$ cat src/rtl/bts_pkg.sv
package bts_pkg;
   localparam int FLAG_W = 2;

   typedef enum logic [2:0] {
      OP_NOP  = 3'd0,
      OP_ADDI = 3'd1,
      OP_PUSH = 3'd2,
      OP_POP  = 3'd3,
      OP_JMP  = 3'd4,
      OP_STR  = 3'd5,
      OP_LDR  = 3'd6,
      OP_NOP2 = 3'd7
   } op_e;
endpackage

$ cat src/rtl/bts_en_ctl.sv
module bts_en_ctl #(
   parameter int NTHR = 4,
   localparam int TW = $clog2(NTHR)
) (
   input  logic            clk,
   input  logic            rst,
   input  logic            we,
   input  logic [TW-1:0]   tid,
   input  logic            val,
   output logic [NTHR-1:0] en_nxt
);
   logic [NTHR-1:0] en_q;

   always_comb begin
      en_nxt = en_q;
      if (we) en_nxt[tid] = val;
   end

   always_ff @(posedge clk) begin
      if (rst) en_q <= NTHR'(1);
      else     en_q <= en_nxt;
   end
endmodule

$ cat src/rtl/bts_rr_sched.sv
module bts_rr_sched #(
   parameter int NTHR = 4,
   localparam int TW = $clog2(NTHR)
) (
   input  logic            clk,
   input  logic            rst,
   input  logic [NTHR-1:0] en_vec,
   output logic            valid_q,
   output logic            idle_q,
   output logic [TW-1:0]   tid_q
);
   logic          found;
   logic [TW-1:0] pick;

   always_comb begin
      found = 1'b0;
      pick  = tid_q;
      for (int k = 1; k <= NTHR; k++) begin
         int c;
         c = (int'(tid_q) + k) % NTHR;
         if (!found && en_vec[c[TW-1:0]]) begin
            found = 1'b1;
            pick  = c[TW-1:0];
         end
      end
   end

   always_ff @(posedge clk) begin
      if (rst) begin
         valid_q <= 1'b0;
         idle_q  <= 1'b0;
         tid_q   <= TW'(NTHR - 1);
      end else begin
         valid_q <= found;
         idle_q  <= !found;
         if (found) tid_q <= pick;
      end
   end
endmodule

$ cat src/rtl/bts_ctx_bank.sv
module bts_ctx_bank #(
   parameter int NTHR      = 4,
   parameter int DW        = 16,
   parameter int NREG      = 4,
   parameter int PC_BASE   = 'h0100,
   parameter int PC_STRIDE = 'h0100,
   parameter int SP_TOP    = 'h7FF0,
   parameter int SP_STRIDE = 'h0400,
   localparam int TW = $clog2(NTHR),
   localparam int RW = $clog2(NREG),
   localparam int FW = bts_pkg::FLAG_W
) (
   input  logic          clk,
   input  logic          rst,
   input  logic [TW-1:0] rd_tid,
   output logic [DW-1:0] rd_pc,
   output logic [DW-1:0] rd_sp,
   output logic [DW-1:0] rd_acc,
   output logic [FW-1:0] rd_flg,
   output logic [DW-1:0] rd_rf [NREG],
   input  logic          wr_en,
   input  logic [TW-1:0] wr_tid,
   input  logic [DW-1:0] wr_pc,
   input  logic [DW-1:0] wr_sp,
   input  logic [DW-1:0] wr_acc,
   input  logic [FW-1:0] wr_flg,
   input  logic          wr_rf_en,
   input  logic [RW-1:0] wr_rf_idx,
   input  logic [DW-1:0] wr_rf_dat
);
   logic [DW-1:0] pc_all  [NTHR];
   logic [DW-1:0] sp_all  [NTHR];
   logic [DW-1:0] acc_all [NTHR];
   logic [FW-1:0] flg_all [NTHR];
   logic [DW-1:0] rf_all  [NTHR][NREG];

   for (genvar t = 0; t < NTHR; t++) begin : g_thr
      localparam logic [DW-1:0] PC_RST = DW'(PC_BASE + t * PC_STRIDE);
      localparam logic [DW-1:0] SP_RST = DW'(SP_TOP - t * SP_STRIDE);
      logic          we_t;
      logic [DW-1:0] pc_q, sp_q, acc_q;
      logic [FW-1:0] flg_q;
      logic [DW-1:0] rf_q [NREG];

      assign we_t = wr_en && (wr_tid == TW'(t));

      always_ff @(posedge clk) begin
         if (rst) begin
            pc_q  <= PC_RST;
            sp_q  <= SP_RST;
            acc_q <= '0;
            flg_q <= '0;
            for (int r = 0; r < NREG; r++) rf_q[r] <= '0;
         end else if (we_t) begin
            pc_q  <= wr_pc;
            sp_q  <= wr_sp;
            acc_q <= wr_acc;
            flg_q <= wr_flg;
            if (wr_rf_en) rf_q[wr_rf_idx] <= wr_rf_dat;
         end
      end

      assign pc_all[t]  = pc_q;
      assign sp_all[t]  = sp_q;
      assign acc_all[t] = acc_q;
      assign flg_all[t] = flg_q;
      assign rf_all[t]  = rf_q;
   end

   assign rd_pc  = pc_all[rd_tid];
   assign rd_sp  = sp_all[rd_tid];
   assign rd_acc = acc_all[rd_tid];
   assign rd_flg = flg_all[rd_tid];
   assign rd_rf  = rf_all[rd_tid];
endmodule

$ cat src/rtl/bts_exec_stub.sv
module bts_exec_stub #(
   parameter int DW   = 16,
   parameter int NREG = 4,
   localparam int RW = $clog2(NREG),
   localparam int FW = bts_pkg::FLAG_W
) (
   input  logic [2:0]    op,
   input  logic [DW-1:0] imm,
   input  logic [DW-1:0] pc,
   input  logic [DW-1:0] sp,
   input  logic [DW-1:0] acc,
   input  logic [FW-1:0] flg,
   input  logic [DW-1:0] rf [NREG],
   output logic [DW-1:0] pc_n,
   output logic [DW-1:0] sp_n,
   output logic [DW-1:0] acc_n,
   output logic [FW-1:0] flg_n,
   output logic          rf_we,
   output logic [RW-1:0] rf_idx,
   output logic [DW-1:0] rf_dat
);
   import bts_pkg::*;
   logic [DW:0] sum;

   assign sum    = {1'b0, acc} + {1'b0, imm};
   assign rf_idx = imm[RW-1:0];
   assign rf_dat = acc;

   always_comb begin
      pc_n  = pc + DW'(1);
      sp_n  = sp;
      acc_n = acc;
      flg_n = flg;
      rf_we = 1'b0;
      case (op_e'(op))
         OP_ADDI: begin
            acc_n = sum[DW-1:0];
            flg_n = {sum[DW], sum[DW-1:0] == '0};
         end
         OP_PUSH: sp_n  = sp - DW'(1);
         OP_POP:  sp_n  = sp + DW'(1);
         OP_JMP:  pc_n  = imm;
         OP_STR:  rf_we = 1'b1;
         OP_LDR:  acc_n = rf[rf_idx];
         default: ;
      endcase
   end
endmodule

$ cat src/rtl/bts_top.sv
module bts_top #(
   parameter int NTHR      = 4,
   parameter int DW        = 16,
   parameter int NREG      = 4,
   parameter int PC_BASE   = 'h0100,
   parameter int PC_STRIDE = 'h0100,
   parameter int SP_TOP    = 'h7FF0,
   parameter int SP_STRIDE = 'h0400,
   localparam int TW = $clog2(NTHR),
   localparam int RW = $clog2(NREG),
   localparam int FW = bts_pkg::FLAG_W
) (
   input  logic          clk,
   input  logic          rst,
   input  logic [2:0]    op_i,
   input  logic [DW-1:0] imm_i,
   input  logic          en_we_i,
   input  logic [TW-1:0] en_tid_i,
   input  logic          en_val_i,
   output logic          issue_valid_o,
   output logic [TW-1:0] issue_tid_o,
   output logic [DW-1:0] pc_o,
   output logic [DW-1:0] sp_o,
   output logic [DW-1:0] acc_o,
   output logic [FW-1:0] flags_o,
   output logic          idle_o
);
   if (NTHR < 2) begin : g_bad_nthr
      $error("bts_top: NTHR must be at least 2");
   end
   if (NREG < 2) begin : g_bad_nreg
      $error("bts_top: NREG must be at least 2");
   end
   if (DW < 8) begin : g_bad_dw
      $error("bts_top: DW must be at least 8");
   end

   logic [NTHR-1:0] en_nxt;
   logic [DW-1:0]   rd_rf [NREG];
   logic [DW-1:0]   pc_n, sp_n, acc_n, rf_dat;
   logic [FW-1:0]   flg_n;
   logic            rf_we;
   logic [RW-1:0]   rf_idx;

   bts_en_ctl #(.NTHR(NTHR)) u_en (
      .clk(clk), .rst(rst), .we(en_we_i), .tid(en_tid_i), .val(en_val_i),
      .en_nxt(en_nxt)
   );

   bts_rr_sched #(.NTHR(NTHR)) u_sched (
      .clk(clk), .rst(rst), .en_vec(en_nxt),
      .valid_q(issue_valid_o), .idle_q(idle_o), .tid_q(issue_tid_o)
   );

   bts_ctx_bank #(
      .NTHR(NTHR), .DW(DW), .NREG(NREG),
      .PC_BASE(PC_BASE), .PC_STRIDE(PC_STRIDE),
      .SP_TOP(SP_TOP), .SP_STRIDE(SP_STRIDE)
   ) u_bank (
      .clk(clk), .rst(rst), .rd_tid(issue_tid_o),
      .rd_pc(pc_o), .rd_sp(sp_o), .rd_acc(acc_o), .rd_flg(flags_o), .rd_rf(rd_rf),
      .wr_en(issue_valid_o), .wr_tid(issue_tid_o),
      .wr_pc(pc_n), .wr_sp(sp_n), .wr_acc(acc_n), .wr_flg(flg_n),
      .wr_rf_en(rf_we), .wr_rf_idx(rf_idx), .wr_rf_dat(rf_dat)
   );

   bts_exec_stub #(.DW(DW), .NREG(NREG)) u_exec (
      .op(op_i), .imm(imm_i), .pc(pc_o), .sp(sp_o), .acc(acc_o), .flg(flags_o),
      .rf(rd_rf), .pc_n(pc_n), .sp_n(sp_n), .acc_n(acc_n), .flg_n(flg_n),
      .rf_we(rf_we), .rf_idx(rf_idx), .rf_dat(rf_dat)
   );
endmodule

$ cat config.mk
export PLATFORM = sky130hd
export DESIGN_NAME = bts_top
export DESIGN_NICKNAME = d
export VERILOG_FILES = /design/src/rtl/bts_pkg.sv /design/src/rtl/bts_en_ctl.sv /design/src/rtl/bts_rr_sched.sv /design/src/rtl/bts_ctx_bank.sv /design/src/rtl/bts_exec_stub.sv /design/src/rtl/bts_top.sv
export SDC_FILE = /design/constraint.sdc
export NUM_CORES = 1
export LEC_CHECK = 0
export ABC_AREA = 1
export BUFFER_PORTS_ARGS = -buffer_cell sky130_fd_sc_hd__buf_2
export CORE_UTILIZATION = 50
export DETAILED_ROUTE_END_ITERATION = 10
export GPL_ROUTABILITY_DRIVEN = 0
export PLACE_DENSITY = 0.66
export SLEW_MARGIN = 40
export SYNTH_ARGS = -nofsm -noshare
export SYNTH_HDL_FRONTEND = slang
export SYNTH_SLANG_ARGS = --single-unit
$ cat constraint.sdc
create_clock -name clk -period 3.4 [get_ports clk]
set_clock_uncertainty 0.05 [all_clocks]
set_input_delay 0.51 -clock clk [delete_from_list [all_inputs] [get_ports clk]]
set_output_delay 0.51 -clock clk [all_outputs]
set_load 0.05 [all_outputs]
==> summary.md <==
* outcome: finished, final reports clean
* initial antenna violation count: 0
* met2 layer usage reported by global route: 0.5032
* met3 Usage GRT: 0.03967
* final setup violation count: 0
* synthesized area: 0.02349 sq mm
* setup TNS: 0 ps
* combinational cell fraction of total power: 0.526
* area grow syn2layout: 11.51%
* P_leak: 11.87 nW
* clock-pin transition on the worst setup and hold timing paths: 60 ps
* sequential fraction of the synthesis area: 0.3955
* critical path class: reg2out
* maximum number of pins on one net before global-route repair: 112
* Post-synth EDFFs: 0
* longest individual stage delay on the worst path: 410 ps
* number of buffers created by CTS: 50
* drt initial violations: 2609
* per-instance average area after synthesis: 6.725 sq um
* effective utilization at floorplan: 0.5055
* unrepaired setup endpoints after global routing: no
* count of buffer and inverter cells on the critical path: 3
* Net Sw Frac: 0.4849
* number of nets in the layout: 3542
* count of mapped cells out of synthesis: 3492
* Worst setup EP type: primary output
* first-pass detailed-route iteration total: 6
* area of the die: 0.04784 sq mm
* CTS tree: built
* CP Cell Sequence: buf_12, o21ai_0, o22ai_2, buf_4, buf_2
* GRT Max-Usage Layer: met2
* top-count cell post-synth: sky130_fd_sc_hd__nor2_1
* clock root buffer: sky130_fd_sc_hd__clkbuf_16
* Pwr Density: 998.1 mW/mm^2
* wire length of the first global-routing pass: 117.0 mm
* cts repair resizes: 0
* leftover overflow at the end of global routing: 0
* final number of max-transition violations: 0
* Mapped Nets: 3554
* setup bufs post-CTS: 0
* vias post-DR: 23460
* Hold WS: 217.8 ps
* insertion delay to the later sink of the worst-skew pair: 620 ps
* share of synthesized registers carrying an async set or reset: 0
* Max Freq: 312.3 MHz
* diode insertion count for antenna repair: 0
* sequential power share: 0.249
* peak ir drop on the vdd network: 0.0009993 V
* Unique masters post-synth: 49
* remaining design rule violation count: 0
* half-perimeter wire length after detailed placement: 47.31 mm
* number of global-route vias before repair: 21460
* met1 global-route usage: 0.4017
* most area-hungry cell type in the Yosys netlist: sky130_fd_sc_hd__dfxtp_1
* Filler cells: 4480
* number of hold-repair buffers added at the cts stage: 0
* die extent in y: 218.7 um
* cell types with the largest area share after synthesis: sky130_fd_sc_hd__dfxtp_1 (40%), sky130_fd_sc_hd__o21ai_0 (11%), sky130_fd_sc_hd__nor2_1 (10%)
* highest fanout seen on the critical path: 94
* Maximum Capacitance Violations: 0
* total global routing track utilization: 0.3064
* Fin. Hold Viols: 0
* top post-synthesis cells by count: sky130_fd_sc_hd__nor2_1 (647), sky130_fd_sc_hd__nand2_1 (534), sky130_fd_sc_hd__o21ai_0 (510), sky130_fd_sc_hd__dfxtp_1 (464), sky130_fd_sc_hd__inv_1 (285)
* proportion of layout cells with a drive suffix above 1: 0.1068
* Total Wirelength: 73.92 mm
* Slew HR: 0.4672
* total number of yosys warnings: 0
* number of I/O pins: 79
* Clock power frac: 0.225
* routed length per instance: 17.91 um
* vias per std cell: 5.684
* min Tclk post-route: 3202 ps
* flip-flop and latch count after synthesis: 464
* share of the cycle needed by the critical path after routing: 0.9419
* post-detailed-route count of antenna-violating nets: 0
* width of the die: 218.7 um
* Required @ worst endpoint: 2840 ps
* count of port buffers added during placement: 78
* internal power: 0.01347 W
* startpoint type of the worst setup path: register
* CP delay by family, top: buffers and inverters
* row count: 79
* number of H-tree levels: 2
* placeable core region: 0.04646 sq mm
* most common flop cell mapped by yosys: sky130_fd_sc_hd__dfxtp_1
* buffers from clock root to sink, at most: 3
* number of clock sinks: 464
* Hold Path Class: in2reg
* critical path's slowest cell: sky130_fd_sc_hd__dfxtp_4
* Arrival @ worst endpoint: 2640 ps
* Slew @ Worst Pin: 799.3 ps
* area fraction of the dominant cell type after synthesis: 0.3955
* Psw: 0.01267 W
-- layout by cell type (no fill, tap or decap), types with 19 or more instances in the layout --
master	Yosys	layout
sky130_fd_sc_hd__nor2_1	647	646
sky130_fd_sc_hd__nand2_1	534	534
sky130_fd_sc_hd__o21ai_0	510	510
sky130_fd_sc_hd__dfxtp_1	464	462
sky130_fd_sc_hd__inv_1	285	284
sky130_fd_sc_hd__a21oi_1	278	278
sky130_fd_sc_hd__nand3_1	173	173
sky130_fd_sc_hd__o21ai_1	92	92
sky130_fd_sc_hd__buf_4	27	78
sky130_fd_sc_hd__buf_2	44	77
sky130_fd_sc_hd__clkbuf_16	0	51
sky130_fd_sc_hd__ha_1	35	34
sky130_fd_sc_hd__o22ai_1	37	28
sky130_fd_sc_hd__nand4_1	26	26
sky130_fd_sc_hd__inv_2	25	23
sky130_fd_sc_hd__o211ai_1	20	20
sky130_fd_sc_hd__nor2_2	19	20
sky130_fd_sc_hd__a21oi_2	19	19
-- path summary, 6_finish.rpt --
path                                                          endpoint                                  start  depth (start not counted)  slack (ps)
worst min-delay path                           u_en.en_q[1]$_SDFF_PP0_                               en_val_i                          3         220
worst max-delay path                                          acc_o[6]          u_sched.tid_q[0]$_SDFFE_PP1P_                          5         200
worst max register to register  u_bank.g_thr[3].acc_q[12]$_SDFFE_PP0P_          u_sched.tid_q[0]$_SDFFE_PP1P_                         14         340
worst min register to register   u_bank.g_thr[0].rf_q[23]$_SDFFE_PP0P_  u_bank.g_thr[0].rf_q[23]$_SDFFE_PP0P_                          2         390
-- per-stage QoR --
step | cells | util | setup WS, ps | instance area, sq um | power (W)
2_1_floorplan | 3492 | - | 6.720 | 23580 | 0.01656
3_3_place_gp | 4034 | 0.5249 | 424.8 | 24380 | 0.01993
3_5_place_dp | 4035 | 0.5254 | 394.6 | 24410 | 0.02013
4_1_cts | 4128 | 0.5636 | 207.4 | 26190 | 0.02600
5_1_grt | 4128 | 0.5637 | 78.24 | 26190 | 0.02770
6_report | 4128 | 0.5637 | 197.6 | 26190 | 0.02614
-- power by group through the flow --
stage	sequential [W]	clock [W]	combinational, W
3_3_place_gp	0.00659	0	0.0133
4_1_cts	0.00651	0.00594	0.0136
6_report	0.00652	0.00587	0.0137
3_5_place_dp	0.00662	0	0.0135
5_1_grt	0.00659	0.00617	0.0149
2_1_floorplan	0.00659	0	0.00997
-- cell type report --
type / count / area (sq um) / share of cell area
flip-flops and latches: 464 / 9296 / 0.3550
clock buffers: 75 / 1476 / 0.05638
repair buffers: 168 / 1222 / 0.04668
multi-input cells: 2485 / 11950 / 0.4563
clock inverters: 18 / 301.5 / 0.01151
well taps: 607 / 759.5 / 0.02900
inverters: 311 / 1182 / 0.04515
-- per-layer routing --
layer	part of all wire	up-vias
met3	0.071	161
met1	0.43	10980
met4	0.038	0
met5	0	-
met2	0.46	921
li1	-	11410
-- registers in the layout, summed over array words and instances (netlist names) --
| name | cells |
|---|---|
| u_sched.valid_q | 1 |
| u_bank.g_thr.rf_q | 256 |
| u_sched.tid_q | 2 |
| u_bank.g_thr.acc_q | 64 |
| u_en.en_q | 4 |
| u_bank.g_thr.flg_q | 8 |
| u_bank.g_thr.pc_q | 64 |
| u_bank.g_thr.sp_q | 64 |
| u_sched.idle_q | 1 |
-- logic make-up (layout without fill, tap and decap cells) --
kind of cell | Yosys count | count (layout) | share of synthesized area
DFF | 464 | 464 | 0.3955
adders and majority gates | 37 | 37 | 0.02035
buffers and inverters | 543 | 572 | 0.09899
xor gates and xnor gates | 10 | 10 | 0.003729
and+or+nand+nor | 1443 | 1443 | 0.2534
AOI/OAI and AO/OA | 994 | 994 | 0.2275
muxes | 1 | 1 | 0.0004262
-- worst register-to-register path, stage by stage, from the launching register on --
cell and delay, ps:
sky130_fd_sc_hd__dfxtp_4 410, sky130_fd_sc_hd__buf_12 330, sky130_fd_sc_hd__o21ai_0 290, sky130_fd_sc_hd__o22ai_2 290, sky130_fd_sc_hd__ha_1 360, sky130_fd_sc_hd__nand2_1 160, sky130_fd_sc_hd__inv_1 50, sky130_fd_sc_hd__a21oi_1 180
sky130_fd_sc_hd__nand2_1 120, sky130_fd_sc_hd__nand2_1 100, sky130_fd_sc_hd__nand3b_1 100, sky130_fd_sc_hd__nand3_1 140, sky130_fd_sc_hd__nand3_1 150, sky130_fd_sc_hd__o21ai_1 170, sky130_fd_sc_hd__inv_1 60
Note: power is estimated with default switching activity, not from simulation.
